## src/rtl/boost_pwm_pkg.sv

```systemverilog
package boost_pwm_pkg;

  // Phases of the three-way main-clock divider; only PH_DRIVE opens the gate window.
  typedef enum logic [1:0] {
    PH_REST_A = 2'd0,
    PH_REST_B = 2'd1,
    PH_DRIVE  = 2'd2
  } div_phase_e;

  function automatic div_phase_e next_phase(input div_phase_e cur);
    case (cur)
      PH_REST_A: return PH_REST_B;
      PH_REST_B: return PH_DRIVE;
      default:   return PH_REST_A;
    endcase
  endfunction

endpackage

```

## src/rtl/boost_rst_sync.sv

```systemverilog
module boost_rst_sync #(
  parameter int STAGES = 2
) (
  input  logic clk_i,
  input  logic rst_ni,
  output logic rst_sync_no
);

  logic [STAGES-1:0] sync_q;

  always_ff @(posedge clk_i or negedge rst_ni) begin
    if (!rst_ni) sync_q <= '0;
    else         sync_q <= {sync_q[STAGES-2:0], 1'b1};
  end

  assign rst_sync_no = sync_q[STAGES-1];

endmodule

```

## src/rtl/boost_ramp_timer.sv

```systemverilog
module boost_ramp_timer #(
  parameter int RAMP_W = 4
) (
  input  logic              clk_i,
  input  logic              rst_ni,
  output logic [RAMP_W-1:0] cnt_next_o,
  output logic              period_end_o
);

  logic [RAMP_W-1:0] cnt_q;
  logic [RAMP_W-1:0] cnt_d;

  // One wrap of the counter is one main-clock period.
  always_comb begin
    cnt_d = cnt_q + 1'b1;
  end

  always_ff @(posedge clk_i or negedge rst_ni) begin
    if (!rst_ni) cnt_q <= '0;
    else         cnt_q <= cnt_d;
  end

  assign cnt_next_o   = cnt_d;
  assign period_end_o = &cnt_q;

endmodule

```

## src/rtl/boost_div3.sv

```systemverilog
module boost_div3
  import boost_pwm_pkg::*;
(
  input  logic       clk_i,
  input  logic       rst_ni,
  input  logic       period_end_i,
  output div_phase_e phase_next_o,
  output logic       win_o
);

  div_phase_e phase_q;
  div_phase_e phase_d;

  always_comb begin
    phase_d = phase_q;
    if (period_end_i) phase_d = next_phase(phase_q);
  end

  always_ff @(posedge clk_i or negedge rst_ni) begin
    if (!rst_ni) phase_q <= PH_REST_A;
    else         phase_q <= phase_d;
  end

  assign phase_next_o = phase_d;
  assign win_o        = (phase_q == PH_DRIVE);

endmodule

```

## src/rtl/boost_gate_latch.sv

```systemverilog
module boost_gate_latch #(
  parameter int RAMP_W = 4
) (
  input  logic            clk_i,
  input  logic            rst_ni,
  input  logic            en_i,
  input  logic            dis_i,
  input  logic            win_next_i,
  input  logic            win_start_next_i,
  input  logic [RAMP_W:0] ramp_next_i,
  input  logic [RAMP_W:0] err_i,
  output logic            gate_o
);

  logic run_ok;
  logic trip;
  logic arm_q, arm_d;
  logic gate_q, gate_d;

  always_comb begin
    run_ok = en_i & ~dis_i;
    // Arming happens only at a window start; any stop drops it at once.
    arm_d  = run_ok & (win_start_next_i | arm_q);
    trip   = (ramp_next_i > err_i);
    // Set by the comparison, held until the window closes.
    gate_d = arm_d & win_next_i & (gate_q | trip);
  end

  always_ff @(posedge clk_i or negedge rst_ni) begin
    if (!rst_ni) begin
      arm_q  <= 1'b0;
      gate_q <= 1'b0;
    end else begin
      arm_q  <= arm_d;
      gate_q <= gate_d;
    end
  end

  assign gate_o = gate_q;

endmodule

```

## src/rtl/boost_lepwm.sv

```systemverilog
module boost_lepwm
  import boost_pwm_pkg::*;
#(
  parameter int RAMP_W = 4
) (
  input  logic            clk_i,
  input  logic            rst_ni,
  input  logic            en_i,
  input  logic            dis_i,
  input  logic [RAMP_W:0] err_i,
  output logic            gate_o,
  output logic            clk3_o
);

  logic              rst_int_n;
  logic [RAMP_W-1:0] cnt_next;
  logic              period_end;
  div_phase_e        phase_next;
  logic              win_q;
  logic              win_next;
  logic              win_start_next;
  logic [RAMP_W:0]   ramp_next;

  boost_rst_sync #(.STAGES(2)) u_rst_sync (
    .clk_i       (clk_i),
    .rst_ni      (rst_ni),
    .rst_sync_no (rst_int_n)
  );

  boost_ramp_timer #(.RAMP_W(RAMP_W)) u_ramp_timer (
    .clk_i        (clk_i),
    .rst_ni       (rst_int_n),
    .cnt_next_o   (cnt_next),
    .period_end_o (period_end)
  );

  boost_div3 u_div3 (
    .clk_i        (clk_i),
    .rst_ni       (rst_int_n),
    .period_end_i (period_end),
    .phase_next_o (phase_next),
    .win_o        (win_q)
  );

  always_comb begin
    win_next       = (phase_next == PH_DRIVE);
    win_start_next = win_next & period_end;
    ramp_next      = {1'b0, cnt_next} + {{RAMP_W{1'b0}}, 1'b1};
  end

  boost_gate_latch #(.RAMP_W(RAMP_W)) u_gate_latch (
    .clk_i            (clk_i),
    .rst_ni           (rst_int_n),
    .en_i             (en_i),
    .dis_i            (dis_i),
    .win_next_i       (win_next),
    .win_start_next_i (win_start_next),
    .ramp_next_i      (ramp_next),
    .err_i            (err_i),
    .gate_o           (gate_o)
  );

  assign clk3_o = win_q;

endmodule

```

## config.mk

```make
export PLATFORM = sky130hd
export DESIGN_NAME = boost_lepwm
export DESIGN_NICKNAME = d
export VERILOG_FILES = /design/src/rtl/boost_pwm_pkg.sv /design/src/rtl/boost_rst_sync.sv /design/src/rtl/boost_ramp_timer.sv /design/src/rtl/boost_div3.sv /design/src/rtl/boost_gate_latch.sv /design/src/rtl/boost_lepwm.sv
export SDC_FILE = /design/constraint.sdc
export NUM_CORES = 1
export LEC_CHECK = 0
export ABC_AREA = 1
export BUFFER_PORTS_ARGS = -buffer_cell sky130_fd_sc_hd__buf_2
export CORE_AREA = 2 2 39 41
export CTS_CLUSTER_DIAMETER = 80
export DETAILED_ROUTE_END_ITERATION = 7
export DIE_AREA = 0 0 41 43
export PLACE_DENSITY = 0.69
export REMOVE_ABC_BUFFERS = 1
export SLEW_MARGIN = 20
export SYNTH_ARGS = -nofsm -noshare
export SYNTH_HDL_FRONTEND = slang
export SYNTH_HIERARCHICAL = 1
export SYNTH_SLANG_ARGS = --single-unit
```

## constraint.sdc

```tcl
create_clock -name clk_i -period 0.8 [get_ports clk_i]
set_input_delay 0.04 -clock clk_i [delete_from_list [all_inputs] [get_ports clk_i]]
set_output_delay 0.04 -clock clk_i [all_outputs]
set_load 0.01 [all_outputs]
```

# [Word level (Yosys, flattened, before mapping)]
# Cells that the tools add are included.
# W data, S select, Z words.
[totals] reg_bits=10 latch_bits=0 mem_bits_rw=0 rom_bits=0 input_bits=9 output_inout_bits=2 wordCells=23 mem_count=0
[op_classes] add_sub_neg=2 multipliers=0 n_div=0 magnitude_cmp=1 n_eq_ne=3 shift=0 n_mux=2 bitwise=8 n_reduce_logical=2
[ops] cell="$add A4 B1 Y5 const B" n=1
[ops] cell="$and A1 B1 Y1" n=5
[ops] cell="$gt A5 B5 Y1" n=1
[ops] cell="$add A4 B1 Y4 const B" n=1
[ops] cell="$eq A2 B2 Y1 const B" n=2
[ops] cell="$pmux W2 S2" n=1
[ops] cell="$reduce_and A4 Y1" n=1
[ops] cell="$eq A2 B1 Y1 const B" n=1
[ops] cell="$logic_not A2 Y1" n=1
[ops] cell="$mux W2" n=1
[ops] cell="$or A1 B1 Y1" n=2
[ops] cell="$not A1 Y1" n=1

# [Longest topological paths before layout]
# Gate-level depths: netlist (run 1).
[depth] depth_word=9 ltp_mapped=13 mapped_depth_nobuf=13

# [Modules after synthesis]
# Netlist (run 1), hierarchy kept.
[modules_own_cells] module="boost_gate_latch" n_inst=1 cells_each=31 area_per_inst_um2=214.0 seq_area_each_um2=50.0
[modules_own_cells] module="boost_ramp_timer" n_inst=1 cells_each=14 area_per_inst_um2=155.1 seq_area_each_um2=100.1
[modules_own_cells] module="boost_div3" n_inst=1 cells_each=12 area_per_inst_um2=88.8 seq_area_each_um2=50.0
[modules_own_cells] module="boost_lepwm" n_inst=1 cells_each=13 area_per_inst_um2=70.1 seq_area_each_um2=0.0
[modules_own_cells] module="boost_rst_sync" n_inst=1 cells_each=3 area_per_inst_um2=53.8 seq_area_each_um2=50.0

# [Worst setup path before layout (run 1)]
# Ideal clock, no wire load.
[synth_timing] kind="register -> register" from="register u_ramp_timer.cnt_q[0]" to="register u_gate_latch.gate_q (netlist: u_gate_latch/gate_o)" setup_time_ns=0.073 arrival_ns=1.784 required_ns=0.727 setup_slack_ns=-1.057 stages_incl_launch_ff=13 n_path_buf=0 synth_period_minus_slack_ns=1.857 cell_sequence="dfrtp_1 ha_1 xor2_1 nand3_1 nand2_1 nand2_1 ha_1 nand2_1 nor2_2 nand2_1 nand3_1 nand2_1 a21oi_2"
[synth_between] elab_cells_between_ends=12 classes_between="2 x add/sub; 1 x order compare; 1 x eq/ne; 1 x mux; 6 x bitwise; 1 x reduce/logical"
[synth_lines] item="from (decl)" line="boost_ramp_timer.sv:10" source="logic [RAMP_W-1:0] cnt_q;"
[synth_lines] item="from (signal assigned)" line="boost_ramp_timer.sv:20" source="else cnt_q <= cnt_d;"
[synth_lines] item="$add A4 B1 Y4" line="boost_ramp_timer.sv:15" source="cnt_d = cnt_q + 1'b1;"
[synth_lines] item="named net cnt_next[2]" line="boost_lepwm.sv:16" source="logic [RAMP_W-1:0] cnt_next;"
[synth_lines] item="$add A4 B1 Y5" line="boost_lepwm.sv:48" source="ramp_next = {1'b0, cnt_next} + {{RAMP_W{1'b0}}, 1'b1};"
[synth_lines] item="named net ramp_next[3]" line="boost_lepwm.sv:22" source="logic [RAMP_W:0] ramp_next;"
[synth_lines] item="$gt A5 B5 Y1" line="boost_gate_latch.sv:24" source="trip = (ramp_next_i > err_i);"
[synth_lines] item="$or A1 B1 Y1" line="boost_gate_latch.sv:26" source="gate_d = arm_d & win_next_i & (gate_q | trip);"
[synth_lines] item="$and A1 B1 Y1" line="boost_gate_latch.sv:26"
[synth_lines] item="named net u_gate_latch.gate_d" line="boost_gate_latch.sv:18" source="logic gate_q, gate_d;"
[synth_lines] item="to (signal assigned)" line="boost_gate_latch.sv:35" source="gate_q <= gate_d;"
[synth_lines] item="to (decl)" line="boost_gate_latch.sv:18"
# The timed path passes the listed nets, and every way through them passes these cells.

# [Final worst setup path (run 1)]
[layout_timing] from="register u_ramp_timer.cnt_q[1]" to="register u_gate_latch.gate_q (netlist: u_gate_latch/gate_o)"
# Same word-level chain as after synthesis.

==> flow_metrics.tcl, run 1 <==
set metrics [dict create \
    vias 536 \
    ys_types 14 \
    drv_cap 0 \
    critPathArrivalTime_ps 2060 \
    fillers 126 \
    drive_above_1_share 0.4158 \
    port_buffers 10 \
    ant_nets 0 \
    peakVddDrop_mv 0.8420 \
    hold_violations 0 \
    violations "setup timing" \
    r2r-end "u_gate_latch/gate_o" \
    h-tree-depth 1 \
    wl_mm 1.147 \
    dp_hpwl_microns 823.8 \
    drv_slew 0 \
    switching_share 0.2011 \
    final_cell_mix "nand2_1 (17), inv_1 (13), buf_2 (9), buf_4 (9), dfrtp_1 (9)" \
    drt_iter0_drc 6 \
    internal-power_uw 818.2 \
    syn_area_sq_um 581.8 \
    seqCellArea_sq_um 251.5 \
    vias_per_cell 4.581 \
    worstPathMaxFanout 3 \
    area_delta_synth_final_pct 50.97 \
    grt_pass1_wl_mm 1.925 \
    grt_pass1_vias 511 \
    reg2reg_slack_ps -1070 \
    nets 118 \
    worstSkewPairLatency_ps 260 \
    fin_ws_ps -1068 \
    die_area_sq_um 1763 \
    yosysSeqAreaShare 0.4301 \
    rsz0062_at_grt "true" \
    num_rows 14 \
    design_area_sq_um 878.3 \
    clkSlewWorstSetupHoldPaths_ps 70 \
    die_x_microns 41 \
    core_area_sq_um 1384 \
    outcome "finished, violations left" \
    syn_area_per_cell_sq_um 7.970 \
    grt-ovfl-total 0 \
    leakagePower_nw 0.4623 \
    multi_input_area_sq_um 332.8 \
    grt_util_all_layers 0.1660 \
    num_antenna_cells 0 \
    cts.path.max_buffers 2 \
    syn_inst 73 \
    holdWs_ps 117.2 \
    endpoint_kind "flop" \
    p_sw_uw 205.9 \
    grt_max_degree 9 \
    p_total_mw 1.024 \
    tns_ps -3506 \
    fmax_mhz 535.2 \
    seqPwrFrac 0.506 \
    cts_tree "yes" \
    antenna_found_initial 0 \
    cts-root-buf "clkbuf_4" \
    synth_warnings 6 \
    setup_viol 10 \
    fin_crit_ps 1868 \
    finalClockSkew_ps 2.748 \
    hp-class "in2async" \
    layout_commonest_cell "nand2_1" \
    die_height_microns 43 \
    placedInstanceArea_sq_um 711.9 \
    ys_ff_latch 10 \
    start_kind "flop" \
    reg2reg_depth 11 \
    power.clock.fraction 0.438 \
    boundaryPins 11 \
    period_share 2.336 \
    cts_buffers 3 \
    remaining_drc_errors 0 \
    critPathKind "reg2reg" \
    powerDensity_nw_per_um2 1166 \
    dr.pass1.iters 4 \
    cp.required_ps 990 \
    floorplan.initialDensity 0.4204 \
    regToRegStartpoint "u_ramp_timer/cnt_q[1]" \
    combPwrFrac 0.056 \
    wire_per_inst_microns 9.803 \
    cts.sinks 10 \
    gp_congestion 0.7213 \
]
[logic make-up (layout without fill, tap and decap cells)]
family | count (synthesis) | in the layout | share of synthesized area
compound gates | 3 | 3 | 0.03224
xor+xnor | 2 | 2 | 0.03011
fa+ha+maj | 7 | 7 | 0.1505
buf+inv | 16 | 44 | 0.1032
flops | 10 | 10 | 0.4301
other cells | 1 | 1 | 0.006445
simple gates | 34 | 34 | 0.2473
[worst max-delay path: stages, from the launching register on]
cell and delay (ps):
dfrtp_1 420, ha_4 190, xor2_4 160, buf_6 130
xor2_1 140, ha_1 290, nand2_1 70, nor2_2 120
nand2_1 60, nand3_1 60, nand2_1 70, a21oi_2 100
[worst max path at each step]
| stage | startpoint | end | depth (start not counted) |
|---|---|---|---|
| final | u_ramp_timer/cnt_q[1] | u_gate_latch/gate_o | 11 |
| after global routing | u_ramp_timer/cnt_q[1] | u_gate_latch/gate_o | 11 |
| after CTS | u_ramp_timer/cnt_q[0] | u_gate_latch/gate_o | 11 |
| after detailed placement | u_ramp_timer/cnt_q[0] | u_gate_latch/gate_o | 11 |
| after global placement | u_ramp_timer/cnt_q[0] | u_gate_latch/gate_o | 11 |
| after floorplan | u_ramp_timer/cnt_q[0] | u_gate_latch/gate_o | 12 |
[stage by stage]
step | setup WS (ps) | std cells | utilization
3_5_place_dp | -1127 | 107 | 0.5145
2_1_floorplan | -1057 | 73 | -
3_3_place_gp | -1054 | 107 | 0.5145
4_1_cts | -1075 | 114 | 0.5868
5_1_grt | -1190 | 117 | 0.6347
6_report | -1068 | 117 | 0.6347
[power by group through the flow]
| stage | clock (mW) | sequential, mW | combinational (mW) |
|---|---|---|---|
| after floorplan | 0 | 0.526 | 0.0248 |
| after global placement | 0 | 0.529 | 0.0471 |
| after detailed placement | 0 | 0.529 | 0.0495 |
| after CTS | 0.468 | 0.519 | 0.0576 |
| after global routing | 0.492 | 0.521 | 0.0661 |
| final | 0.448 | 0.519 | 0.0571 |
[area by class of cell]
class                           count  area share
Clock buffer                        4     0.04131
Multi-Input combinational cell     47      0.3789
Inverter                           16     0.06838
Timing Repair Buffer               24      0.2023
Sequential cell                    10      0.2863
Tap cell                           16     0.02279
[state kept, by name, indices dropped and copies added, names as in the netlist]
register,cells
u_rst_sync/sync_q,2
u_ramp_timer/cnt_q,4
u_gate_latch/arm_q,1
u_gate_latch/gate_o,1
u_div3/phase_q,2
[Yosys cell counts]
master | instances | share of area
a21oi_1 | 1 | 0.0086
a21oi_2 | 1 | 0.015
conb_1 | 1 | 0.0064
dfrtp_1 | 10 | 0.43
ha_1 | 7 | 0.15
inv_1 | 16 | 0.10
nand2_1 | 20 | 0.13
nand3_1 | 4 | 0.034
nand4_1 | 2 | 0.022
nor2_1 | 6 | 0.039
nor2_2 | 1 | 0.011
nor3b_1 | 1 | 0.013
o21ai_0 | 1 | 0.0086
xor2_1 | 2 | 0.030
[per-layer routing]
metal  vias up  track usage  routed length [microns]
li1        276            -                        -
met5         -            0                        0
met4         0       0.1000                       14
met3         2      0.04712                       27
met2         9       0.2656                      625
met1       249       0.1818                      479
[timing repair]
action                                 CTS  global route
gates resized for setup                 10            12
endpoints found under the hold margin    3             0
pin swaps                                1            12
hold buffers                             2             0
setup buffers                            1             4
setup endpoints to repair               10            10
No activity file was read; power rests on OpenSTA's default activity.
==> inputs of run 2 (changes only) <==
--- a/config.mk
+++ b/config.mk
@@ -7,10 +7,10 @@
 export LEC_CHECK = 0
 export ABC_AREA = 1
 export BUFFER_PORTS_ARGS = -buffer_cell sky130_fd_sc_hd__buf_2
-export CORE_AREA = 2 2 39 41
+export CORE_AREA = 4 4 41 43
 export CTS_CLUSTER_DIAMETER = 80
 export DETAILED_ROUTE_END_ITERATION = 7
-export DIE_AREA = 0 0 41 43
+export DIE_AREA = 0 0 45 47
 export PLACE_DENSITY = 0.69
 export REMOVE_ABC_BUFFERS = 1
 export SLEW_MARGIN = 20
==> run 2 against run 1 <==
The flow still finishes with violations (setup timing). Sequential cell count stayed put. Count of clock-buffer cells in the layout shrank 1. Final cell count stayed put. Clock skew down 2.4 ps. Largest cell class unchanged. Sequential power about the same. Combinational power is 0.9% lower. Critical endpoint unchanged. Die area increased by 20%. Non-clock buffer count rose by 2. Core utilization is 2.8 points higher. Register-to-register slack barely moved. Largest power group unchanged. Global-route usage decreased by 3.6 points. Clock power fell by 27%.
==> flow_metrics.tcl, run 2 (synthesis gave the netlist of run 1 again) <==
set metrics [dict create \
    finalClockSkew_ps 0.3889 \
    nets 120 \
    hold_violations 0 \
    remaining_drc_errors 0 \
    critPathArrivalTime_ps 2060 \
    setup_viol 10 \
    multi_input_area_sq_um 324.1 \
    cts_tree "yes" \
    dr.pass1.iters 4 \
    violations "setup timing" \
    hp-class "in2async" \
    port_buffers 10 \
    rsz0062_at_grt "true" \
    final_cell_mix "nand2_1 (15), inv_1 (12), buf_4 (11)" \
    cts-root-buf "clkbuf_4" \
    drive_above_1_share 0.4314 \
    cts_buffers 3 \
    clkSlewWorstSetupHoldPaths_ps 60 \
    die_area_sq_um 2115 \
    die_x_microns 45 \
    crit_path_top_delay_cell "dfrtp_1" \
    boundaryPins 11 \
    peakVddDrop_mv 0.7573 \
    drv_cap 0 \
    dp_hpwl_microns 876.3 \
    wire_per_inst_microns 9.863 \
    worstPathMaxFanout 2 \
    antenna_found_initial 0 \
    vias_per_cell 4.658 \
    wl_mm 1.154 \
    h-tree-depth 1 \
    tns_ps -3806 \
    grt_max_degree 9 \
    layout_commonest_cell "nand2_1" \
    seqCellArea_sq_um 250.2 \
    holdWs_ps 105.4 \
    outcome "finished, violations left" \
    grt_util_all_layers 0.1304 \
    dp_slack_ps -1099 \
    endpoint "u_gate_latch/gate_o" \
    fin_ws_ps -1073 \
    largestRegisters "u_ramp_timer/cnt_q: 4 flops, u_div3/phase_q: 2 flops, u_rst_sync/sync_q: 2 flops" \
    die_height_microns 47 \
    core_area_sq_um 1301 \
    num_antenna_cells 0 \
    num_rows 13 \
    fin_crit_ps 1873 \
    cts.path.max_buffers 2 \
    place_inst 108 \
    grt_pass1_vias 504 \
    floorplan.initialDensity 0.4471 \
    start_kind "flop" \
    gp_congestion 0.7513 \
    fmax_mhz 534.0 \
    period_share 2.341 \
    largest-register "u_ramp_timer/cnt_q" \
    powerDensity_nw_per_um2 1049 \
    regToRegStartpoint "u_ramp_timer/cnt_q[0]" \
    vias 545 \
    path_cells "ha_4, ha_1, xor2_1, ha_1, nand2_1, nor2_2, nand2_1, nand3_1, nand2_1, a21oi_2" \
    cts.sinks 10 \
    fillers 112 \
    drv_slew 0 \
    critPathKind "reg2reg" \
    final_cells 117 \
    max_stage_delay_ps 410 \
    area_delta_synth_final_pct 48.17 \
    ant_nets 0 \
    grt_pass1_wl_mm 2.021 \
    design_area_sq_um 862.1 \
    startpoint "u_ramp_timer/cnt_q[0]" \
    drt_iter0_drc 10 \
    placedInstanceArea_sq_um 725.7 \
    reg2reg_slack_ps -1070 \
    largest_reg_flops 4 \
    endpoint_kind "flop" \
    worstSkewPairLatency_ps 250 \
    grt-ovfl-total 0 \
    cpMostUsedCell "nand2_1" \
    r2r-end "u_gate_latch/gate_o" \
    reg2reg_depth 10 \
    cp.required_ps 990 \
    leakagePower_nw 0.4691 \
]
==> run 2: metrics by stage <==
step                total power [mW]    util
floorplan                     0.5512       -
CTS                           0.9178  0.6163
global placement              0.5751  0.5577
global route                  0.9447  0.6625
finish                        0.9045  0.6625
detailed placement            0.5790  0.5577
==> run 2: timing repair <==
action                                  in CTS  in global routing
hold endpoints to repair                     3                  0
endpoints found under the setup margin       9                 10
pin swaps                                    0                  9
gates resized for setup                      9                 12
hold buffers                                 2                  0
buffers inserted                             0                  5
==> run 2: worst min path at each step <==
stage          startpoint                   end  slack [ps]
4_1_cts              en_i    u_gate_latch/arm_q          40
6_report           rst_ni  u_rst_sync/sync_q[1]         110
3_5_place_dp       rst_ni  u_rst_sync/sync_q[1]        -170
5_1_grt            rst_ni  u_rst_sync/sync_q[0]         110
3_3_place_gp       rst_ni  u_rst_sync/sync_q[1]        -170
2_1_floorplan      rst_ni  u_rst_sync/sync_q[0]        -260
==> run 2: where the power goes <==
group | internal (mW) | switching, mW
registers | 0.511 | 0.00794
clock network | 0.173 | 0.156
logic | 0.0317 | 0.0249
total | 0.715 | 0.189
==> run 2: final cells by class <==
cell class,instances,share of cell area
timing repair buffer,26,0.2163
clock buffer,3,0.02612
multi-input combinational,47,0.3759
inverter,16,0.06967
tap,15,0.02177
sequential,10,0.2903
==> run 2: critical path: cells and delay by family (launching register included) <==
| family | cells | cell delay, ps |
|---|---|---|
| adder cells (fa/ha/maj) | 3 | 740 |
| flip-flops | 1 | 410 |
| AND/OR/NAND/NOR | 5 | 370 |
| XOR/XNOR | 1 | 180 |
| AO/OA/AOI/OAI | 1 | 110 |
==> run 2: metal layers <==
metal / track usage / wire, microns / up-vias / part of all wire
met1: 0.1580 / 492 / 254 / 0.43
met4: 0.07018 / 18 / 0 / 0.016
met5: 0 / 0 / - / 0
li1: - / - / 281 / -
met3: 0.02299 / 23 / 2 / 0.020
met2: 0.2203 / 621 / 8 / 0.54
==> inputs of run 3 (changes only) <==
--- a/config.mk
+++ b/config.mk
@@ -7,11 +7,12 @@
 export LEC_CHECK = 0
 export ABC_AREA = 1
 export BUFFER_PORTS_ARGS = -buffer_cell sky130_fd_sc_hd__buf_2
-export CORE_AREA = 4 4 41 43
+export CORE_ASPECT_RATIO = 0.8
+export CORE_MARGIN = 4
+export CORE_UTILIZATION = 35
 export CTS_CLUSTER_DIAMETER = 80
 export DETAILED_ROUTE_END_ITERATION = 7
-export DIE_AREA = 0 0 45 47
-export PLACE_DENSITY = 0.69
+export PLACE_DENSITY = 0.59
 export REMOVE_ABC_BUFFERS = 1
 export SLEW_MARGIN = 20
 export SYNTH_ARGS = -nofsm -noshare
==> run 3 against run 2 <==
The flow still finishes with violations (setup timing). Power grew 0.77%. Die area grew 13%. Critical endpoint unchanged. Combinational power shrank 0.7%. Fmax grew 1.4%. Largest power group unchanged. Setup slack gained 26 ps. Non-clock buffer count shrank 1. Critical path type unchanged. Via count shrank 6.1%. Wire length grew 9.0%.
==> flow_metrics.tcl, run 3 (synthesis gave the netlist of run 1 again) <==
set metrics [dict create \
    remaining_drc_errors 0 \
    num_rows 12 \
    r2r-end "u_gate_latch/gate_o" \
    largest_reg_flops 4 \
    grt_pass1_vias 452 \
    grt_pass1_wl_mm 1.890 \
    wire_per_inst_microns 10.31 \
    worstPathMaxFanout 3 \
    combPwrFrac 0.062 \
    fmax_mhz 541.5 \
    design_area_sq_um 860.8 \
    port_buffers 10 \
    critPathArrivalTime_ps 2030 \
    final_cell_mix "nand2_1 (14), inv_1 (12), buf_4 (11)" \
    wl_mm 1.258 \
    ant_nets 0 \
    gp_congestion 0.6974 \
    grt-ovfl-total 0 \
    fin_ws_ps -1047 \
    drt_iter0_drc 7 \
    hp-class "in2reg" \
    boundaryPins 11 \
    largestRegisters "u_ramp_timer/cnt_q: 4 flops, u_div3/phase_q: 2 flops, u_rst_sync/sync_q: 2 flops" \
    cp.required_ps 990 \
    place_inst 114 \
    final_cells 122 \
    antenna_found_initial 0 \
    largest-register "u_ramp_timer/cnt_q" \
    seqPwrFrac 0.570 \
    die_area_sq_um 2383 \
    outcome "finished, violations left" \
    h-tree-depth 1 \
    die_height_microns 44.47 \
    cts-root-buf "clkbuf_4" \
    area_delta_synth_final_pct 47.96 \
    startpoint "u_ramp_timer/cnt_q[1]" \
    p_sw_uw 196.3 \
    dp_slack_ps -1117 \
    min_from "en_i" \
    cts.path.max_buffers 2 \
    dp_hpwl_microns 904.9 \
    hold_violations 0 \
    grt_max_degree 9 \
    tns_ps -3325 \
    drv_cap 0 \
    fillers 154 \
    dr.pass1.iters 2 \
    reg2reg_slack_ps -1050 \
    rsz0062_at_grt "true" \
    reg2reg_depth 12 \
    vias_per_cell 4.197 \
    drive_above_1_share 0.4356 \
    clkSlewWorstSetupHoldPaths_ps 70 \
    placedInstanceArea_sq_um 733.2 \
    die_x_microns 53.59 \
    worstSkewPairLatency_ps 270 \
    finalClockSkew_ps 12.61 \
    holdWs_ps 40.39 \
    post-route-util 0.5850 \
    cts_tree "yes" \
    nets 119 \
    cts.sinks 10 \
    peakVddDrop_mv 0.8616 \
    period_share 2.309 \
    leakagePower_nw 0.4621 \
    setup_viol 10 \
    p_total_uw 911.5 \
    fin_crit_ps 1847 \
    start_kind "flop" \
    regToRegStartpoint "u_ramp_timer/cnt_q[1]" \
    grt_util_all_layers 0.1168 \
    core_area_sq_um 1471 \
    violations "setup timing" \
    floorplan.initialDensity 0.3954 \
    switching_share 0.2154 \
    endpoint_kind "flop" \
    powerDensity_nw_per_um2 1059 \
    num_antenna_cells 0 \
    critPathKind "reg2reg" \
    cts_buffers 3 \
    drv_slew 0 \
    endpoint "u_gate_latch/gate_o" \
    layout_commonest_cell "nand2_1" \
    power.clock.fraction 0.368 \
    vias 512 \
    internal-power_uw 715.1 \
]
[run 3: cell types whose count changed in the layout (fill, tap and decap cells not counted)]
cell,before,now
buf_6,3,2
nand2_1,15,14
nand2_2,5,6
[run 3: how the worst min path moves through the flow]
stage / end / slack (ps) / depth (start not counted)
6_report: u_gate_latch/arm_q / 40 / 3
5_1_grt: u_gate_latch/arm_q / 50 / 3
4_1_cts: u_gate_latch/arm_q / 30 / 3
3_5_place_dp: u_rst_sync/sync_q[0] / -170 / 1
3_3_place_gp: u_rst_sync/sync_q[1] / -170 / 1
2_1_floorplan: u_rst_sync/sync_q[0] / -260 / 0
[run 3: worst max-delay path: stages, from the launching register on]
cell     delay [ps]
dfrtp_1         410
ha_4            180
xor2_2          150
buf_4           150
nand4_1          70
nand2_1          60
ha_1            270
nand2_1          70
nor2_2          120
nand2_1          50
nand3_1          60
nand2_1          60
a21oi_2         100
[run 3: final cells by class]
type	instances	area [sq um]	area share
Sequential cell	10	250.2	0.2907
Inverter	16	60.06	0.06977
Clock buffer	3	22.52	0.02616
Tap cell	21	26.28	0.03052
Timing Repair Buffer	25	175.2	0.2035
Multi-Input combinational cell	47	326.6	0.3794
[run 3: per-layer routing]
| layer | wire length [microns] | vias up | global-route usage |
|---|---|---|---|
| met5 | 0 | - | 0 |
| met4 | 0 | 0 | 0.04592 |
| met3 | 44 | 0 | 0.06061 |
| met2 | 647 | 7 | 0.1687 |
| met1 | 565 | 229 | 0.1461 |
| li1 | - | 276 | - |
[run 3: power by group through the flow]
stage	Combinational, mW	Clock (mW)	Sequential [mW]
2_1_floorplan	0.0248	0	0.526
5_1_grt	0.0660	0.392	0.521
6_report	0.0562	0.336	0.519
3_3_place_gp	0.0471	0	0.529
4_1_cts	0.0572	0.350	0.520
3_5_place_dp	0.0497	0	0.530
[run 3: repair_timing]
action                                 4_1_cts  5_1_grt
hold buffers                                 2        0
resized for setup                           12        9
pin swaps                                    2        9
endpoints found under the hold margin        3        0
setup buffers                                1        3
setup endpoints to repair                   10       10
cloned                                       0        0
